`src/rtl/sq_pkg.sv`:
```
package sq_pkg;

    typedef enum logic [1:0] {
        MODE_REAL = 2'b00,
        MODE_PROT = 2'b01,
        MODE_LONG = 2'b10,
        MODE_RSVD = 2'b11
    } mode_e;

    // Field order gives the one-hot bit positions: ud=[3] nm=[2] gp=[1] ss=[0]
    typedef struct packed {
        logic ud;
        logic nm;
        logic gp;
        logic ss;
    } fault_t;

    localparam int FAULT_W = $bits(fault_t);
    localparam int PFX_N   = 4;

    typedef struct packed {
        logic               feat_base;
        logic               feat_compact;
        logic               os_en;
        logic               ts;
        logic [PFX_N-1:0]   pfx;
    } ctl_t;

    typedef struct packed {
        logic gp;
        logic ss;
    } addr_flt_t;

    function automatic fault_t pick_fault(input logic ud, input logic nm,
                                          input addr_flt_t af);
        fault_t f;
        f = '0;
        if (ud)         f.ud = 1'b1;
        else if (nm)    f.nm = 1'b1;
        else if (af.gp) f.gp = 1'b1;
        else if (af.ss) f.ss = 1'b1;
        return f;
    endfunction

endpackage

```
`src/rtl/sq_ctl_check.sv`:
```
module sq_ctl_check
    import sq_pkg::*;
(
    input  ctl_t ctl,
    output logic ud,
    output logic nm
);
    logic feat_missing;
    logic bad_prefix;

    always_comb begin
        feat_missing = ~(ctl.feat_base & ctl.feat_compact & ctl.os_en);
        bad_prefix   = |ctl.pfx;
        ud           = feat_missing | bad_prefix;
        nm           = ctl.ts;
    end
endmodule

```
`src/rtl/sq_addr_check.sv`:
```
module sq_addr_check
    import sq_pkg::*;
#(
    parameter int ADDR_W   = 64,
    parameter int LIN_W    = 48,
    parameter int ALIGN_LG = 6,
    parameter int REAL_W   = 16,
    parameter int LEN_W    = 16
) (
    input  mode_e             mode,
    input  logic [ADDR_W-1:0] ea,
    input  logic [LEN_W-1:0]  len,
    input  logic              stack_seg,
    input  logic              lim_err,
    output addr_flt_t         af
);
    localparam int SUM_W = ADDR_W + 1;
    localparam logic [SUM_W-1:0] REAL_MAX =
        {{(SUM_W-REAL_W){1'b0}}, {REAL_W{1'b1}}};

    logic             misaligned;
    logic             canonical;
    logic [SUM_W-1:0] last_byte;
    logic             real_over;

    assign misaligned = |ea[ALIGN_LG-1:0];

    generate
        if (LIN_W < ADDR_W) begin : g_canon
            logic [ADDR_W-LIN_W:0] upper;
            assign upper     = ea[ADDR_W-1:LIN_W-1];
            assign canonical = (&upper) | ~(|upper);
        end else begin : g_flat
            assign canonical = 1'b1;
        end
    endgenerate

    always_comb begin
        last_byte = {1'b0, ea} + SUM_W'(len);
        if (len != '0) last_byte = last_byte - SUM_W'(1);
        real_over = last_byte > REAL_MAX;
    end

    always_comb begin
        af = '0;
        if (misaligned) begin
            af.gp = 1'b1;
        end else begin
            unique case (mode)
                MODE_REAL: af.gp = real_over;
                MODE_LONG: begin
                    af.ss = ~canonical & stack_seg;
                    af.gp = ~canonical & ~stack_seg;
                end
                default: begin
                    af.ss = lim_err & stack_seg;
                    af.gp = lim_err & ~stack_seg;
                end
            endcase
        end
    end
endmodule

```
`src/rtl/sq_fault_pick.sv`:
```
module sq_fault_pick
    import sq_pkg::*;
(
    input  logic      ud,
    input  logic      nm,
    input  addr_flt_t af,
    output fault_t    flt,
    output logic      clear
);
    always_comb begin
        flt   = pick_fault(ud, nm, af);
        clear = ~(ud | nm | af.gp | af.ss);
    end
endmodule

```
`src/rtl/sq_save_qualifier.sv`:
```
module sq_save_qualifier
    import sq_pkg::*;
#(
    parameter int ADDR_W   = 64,
    parameter int LIN_W    = 48,
    parameter int ALIGN_LG = 6,
    parameter int REAL_W   = 16,
    parameter int LEN_W    = 16
) (
    input  logic              clk,
    input  logic              rst,
    input  logic              req,
    input  logic              feat_base,
    input  logic              feat_compact,
    input  logic              os_save_en,
    input  logic              task_switched,
    input  logic              pfx_lock,
    input  logic              pfx_opsize,
    input  logic              pfx_rep,
    input  logic              pfx_repne,
    input  logic [1:0]        cpu_mode,
    input  logic [ADDR_W-1:0] ea,
    input  logic [LEN_W-1:0]  opnd_len,
    input  logic              stack_seg,
    input  logic              seg_limit_err,
    output logic              res_valid,
    output logic [3:0]        fault,
    output logic              proceed
);
    ctl_t      ctl;
    logic      ud, nm, clear;
    addr_flt_t af;
    fault_t    flt_next, flt_q;

    assign ctl = '{feat_base:    feat_base,
                   feat_compact: feat_compact,
                   os_en:        os_save_en,
                   ts:           task_switched,
                   pfx:          {pfx_lock, pfx_opsize, pfx_rep, pfx_repne}};

    sq_ctl_check u_ctl (
        .ctl (ctl),
        .ud  (ud),
        .nm  (nm)
    );

    sq_addr_check #(
        .ADDR_W   (ADDR_W),
        .LIN_W    (LIN_W),
        .ALIGN_LG (ALIGN_LG),
        .REAL_W   (REAL_W),
        .LEN_W    (LEN_W)
    ) u_addr (
        .mode      (mode_e'(cpu_mode)),
        .ea        (ea),
        .len       (opnd_len),
        .stack_seg (stack_seg),
        .lim_err   (seg_limit_err),
        .af        (af)
    );

    sq_fault_pick u_pick (
        .ud    (ud),
        .nm    (nm),
        .af    (af),
        .flt   (flt_next),
        .clear (clear)
    );

    always_ff @(posedge clk) begin
        if (rst) begin
            res_valid <= 1'b0;
            flt_q     <= '0;
            proceed   <= 1'b0;
        end else begin
            res_valid <= req;
            flt_q     <= req ? flt_next : '0;
            proceed   <= req & clear;
        end
    end

    assign fault = flt_q;
endmodule

```
`config.mk`:
```
export PLATFORM = sky130hd
export DESIGN_NAME = sq_save_qualifier
export DESIGN_NICKNAME = d
export VERILOG_FILES = /design/src/rtl/sq_pkg.sv /design/src/rtl/sq_ctl_check.sv /design/src/rtl/sq_addr_check.sv /design/src/rtl/sq_fault_pick.sv /design/src/rtl/sq_save_qualifier.sv
export SDC_FILE = /design/constraint.sdc
export NUM_CORES = 1
export LEC_CHECK = 0
export ABC_CLOCK_PERIOD_IN_PS = 8480
export BUFFER_PORTS_ARGS = -buffer_cell sky130_fd_sc_hd__buf_4
export CAP_MARGIN = 20
export CORE_UTILIZATION = 42
export CTS_BUF_LIST = sky130_fd_sc_hd__clkbuf_4
export CTS_CLUSTER_DIAMETER = 120
export DETAILED_ROUTE_END_ITERATION = 7
export HOLD_SLACK_MARGIN = 0.03
export PLACE_DENSITY = 0.62
export SYNTH_ARGS = -nofsm -noshare
export SYNTH_HDL_FRONTEND = slang
export SYNTH_HIERARCHICAL = 1
export SYNTH_SLANG_ARGS = --single-unit
```
`constraint.sdc`:
```
create_clock -name clk -period 8.48 [get_ports clk]
set_clock_uncertainty 0.05 [all_clocks]
set_input_delay 2.12 -clock clk [delete_from_list [all_inputs] [get_ports clk]]
set_output_delay 2.12 -clock clk [all_outputs]
set_load 0.1 [all_outputs]
```
==> results.cfg <==
[outcome]
run_status = finished, final reports clean

[floorplanning]
ios = 101
dieArea_mm2 = 0.0102
fp.dieW_um = 101
fp.dieH_um = 101
rows = 35
coreArea_mm2 = 0.00937
start_util_pct = 43.8

[final_layout]
fin_util_pct = 52.8
fin_area_mm2 = 0.00495
diodes = 0
syn2layout_area_growth_pct = 20.5
fin_nets = 827
nFillCells = 986
drive_gt1_share_pct = 18.7

[global_routing]
antenna_found_initial = 0
grt_use_met3_pct = 2.70
grtUsageMet1_pct = 45.4
busiest_layer = met2
grtUsageTotal_pct = 31.4
grt_start_max_net_pins = 16
overflow = 0
grt_pass1_vias = 4695
grt_first_pass_wirelength_mm = 25.0
use_met2_pct = 50.6

[route]
antenna_left = 0
wl_per_cell_um = 19.6
drt-pass1-iter-count = 7
drt-initial-drc-count = 540
viasPerCell = 6.47
dr_total_vias = 5444
totalWireLength_mm = 16.5
route.detailed.drc = 0

[timing]
rsz0062_at_grt = no
tns_ns = 0
drv_slew = 0
setup_slack_ns = 1.06
setup_violations = 0
period_minus_slack_ns = 7.42
max_clock_freq_mhz = 135
min_period_over_period_pct = 87.5
fin_worst_hold_slack_ns = 2.03
tightestPinTransition_ns = 0.997
relSlewSlack_pct = 32.9
hold_viol_final = 0

[cts]
htreeDepth = 1
ctsHoldBuffers = 0
clock-sinks = 6
cts_tree = yes
cts_root_buf = clkbuf_4
clk_pin_slew_ns = 0.04
cts_buffer_depth = 2
cts_resized = 0
post_cts_buffers = 0
numCtsBuffers = 3

[pwr]
power.switching_fraction_pct = 52.2
ir_drop_uv = 32.3
leakage_uw = 0.00171
combPwrFrac_pct = 80.4
power.share.clock_pct = 9.0
p_int_uw = 131
seqPwrFrac_pct = 10.6
power.density_mw_per_mm2 = 55.3
p_switching_uw = 143

[place]
place_hpwl_mm = 13.7
postPlaceCellArea_mm2 = 0.00493
place_congestion = 1.01
preCtsSetupSlack_ns = 0.947
port_buffers = 100

[critical_path]
path_delay_family = simple AND/OR/NAND/NOR gates
cp-start-kind = primary input
worstSetupEndpointType = flop
critical_path_buf_inv_count = 1
slowest_delay_ns = 0.68
worstPathRequired_ns = 8.61
critPathSlowestCell = a2111o_1
worstSetupPathType = in2reg
arrival_ns = 7.55
cp_cell_sequence = buf_4 > ha_1 > fa_1 > a211oi_1 > or4_4 > a2111o_1 > a2111oi_0 > xnor2_1 > nand4_1 > or4_4 > or3_4 > nor3b_2 > xor2_1 > o2111ai_1 > nor4_2 > a31oi_1 > nor4_2 > and3b_1
cp_max_fo = 15

[logic_synthesis]
ys_top_cells_by_area = xnor2_1, nand4_1, nand2_1
synth_edf_count = 0
synth_top_area_cell = xnor2_1
syn_avg_cell_area_um2 = 6.48
netlist_instances = 634
ys_ff_latch = 6
synth_top_area_share_pct = 9.81
yosysMostFrequentCell = nand2_1
synth_area_mm2 = 0.00411
syn_nets = 747
ys_types = 76
async_flop_share_pct = 0
ys_top_cells_by_count = nand2_1, nor2_1, nand4_1, xnor2_1, nand3_1
synthFlopType = dfxtp_1
yosysWarnings = 6
synth-seq-area-share_pct = 2.92

[hold_path]
hold_class = in2reg

[flow_run]
cap_violations = 0
## flip-flops by register name (all words and copies together) (netlist names)
register and flops:
res_valid 1, proceed 1, fault 4
## layer usage
metal | share of wire (%) | vias to the layer above
met4 | 1.9 | 0
li1 | - | 2599
met2 | 43 | 321
met5 | 0 | -
met3 | 10 | 28
met1 | 45 | 2496
## through the flow
stage | total power [uW] | cells
final | 274 | 841
after global routing | 293 | 841
after CTS | 269 | 841
after detailed placement | 242 | 838
after global placement | 240 | 837
after floorplan | 157 | 634
## layout make-up
type | count | area [um^2] | area share, %
timing repair buffer | 104 | 783 | 15.8
sequential | 6 | 120 | 2.43
inverter | 22 | 82.6 | 1.67
tap | 129 | 161 | 3.26
multi-input combinational | 577 | 3780 | 76.4
clock buffer | 3 | 22.5 | 0.455
## kinds of logic (layout without fill, tap and decap cells)
family          count (synthesis)  after routing  synth area share [%]
compound gates                143            143                  24.0
buf+inv                        51            129                  5.02
mux                             4              4                  1.00
simple gates                  341            341                  46.3
xor+xnor                       71             71                  15.1
fa+ha+maj                      18             18                  5.66
flops                           6              6                  2.92
## placed cells by master (no fill, tap or decap), types with 22 or more instances in the layout
| master | count |
|---|---|
| buf_4 | 103 |
| nand2_1 | 68 |
| nor2_1 | 53 |
| nand4_1 | 47 |
| xnor2_1 | 46 |
| nand3_1 | 36 |
| nor3_1 | 34 |
| a21oi_1 | 30 |
| nor4_1 | 27 |
| xor2_1 | 25 |
| inv_1 | 22 |
## power by group through the flow
stage                     combinational [uW]  clock, uW  sequential, uW
after detailed placement                 213          0            29.5
after CTS                                214       25.9            29.0
after floorplan                          124          0            33.3
after global placement                   211          0            29.4
after global routing                     237       27.4            29.0
final                                    220       24.8            29.0
## path summary, 6_finish.rpt
kind	from	end	slack, ns	depth (start not counted)
hold / removal	rst	res_valid$_SDFF_PP0_	2.03	2
setup / recovery	ea[0]	proceed$_SDFF_PP0_	1.06	18
Power figures use the tool's default switching activity.
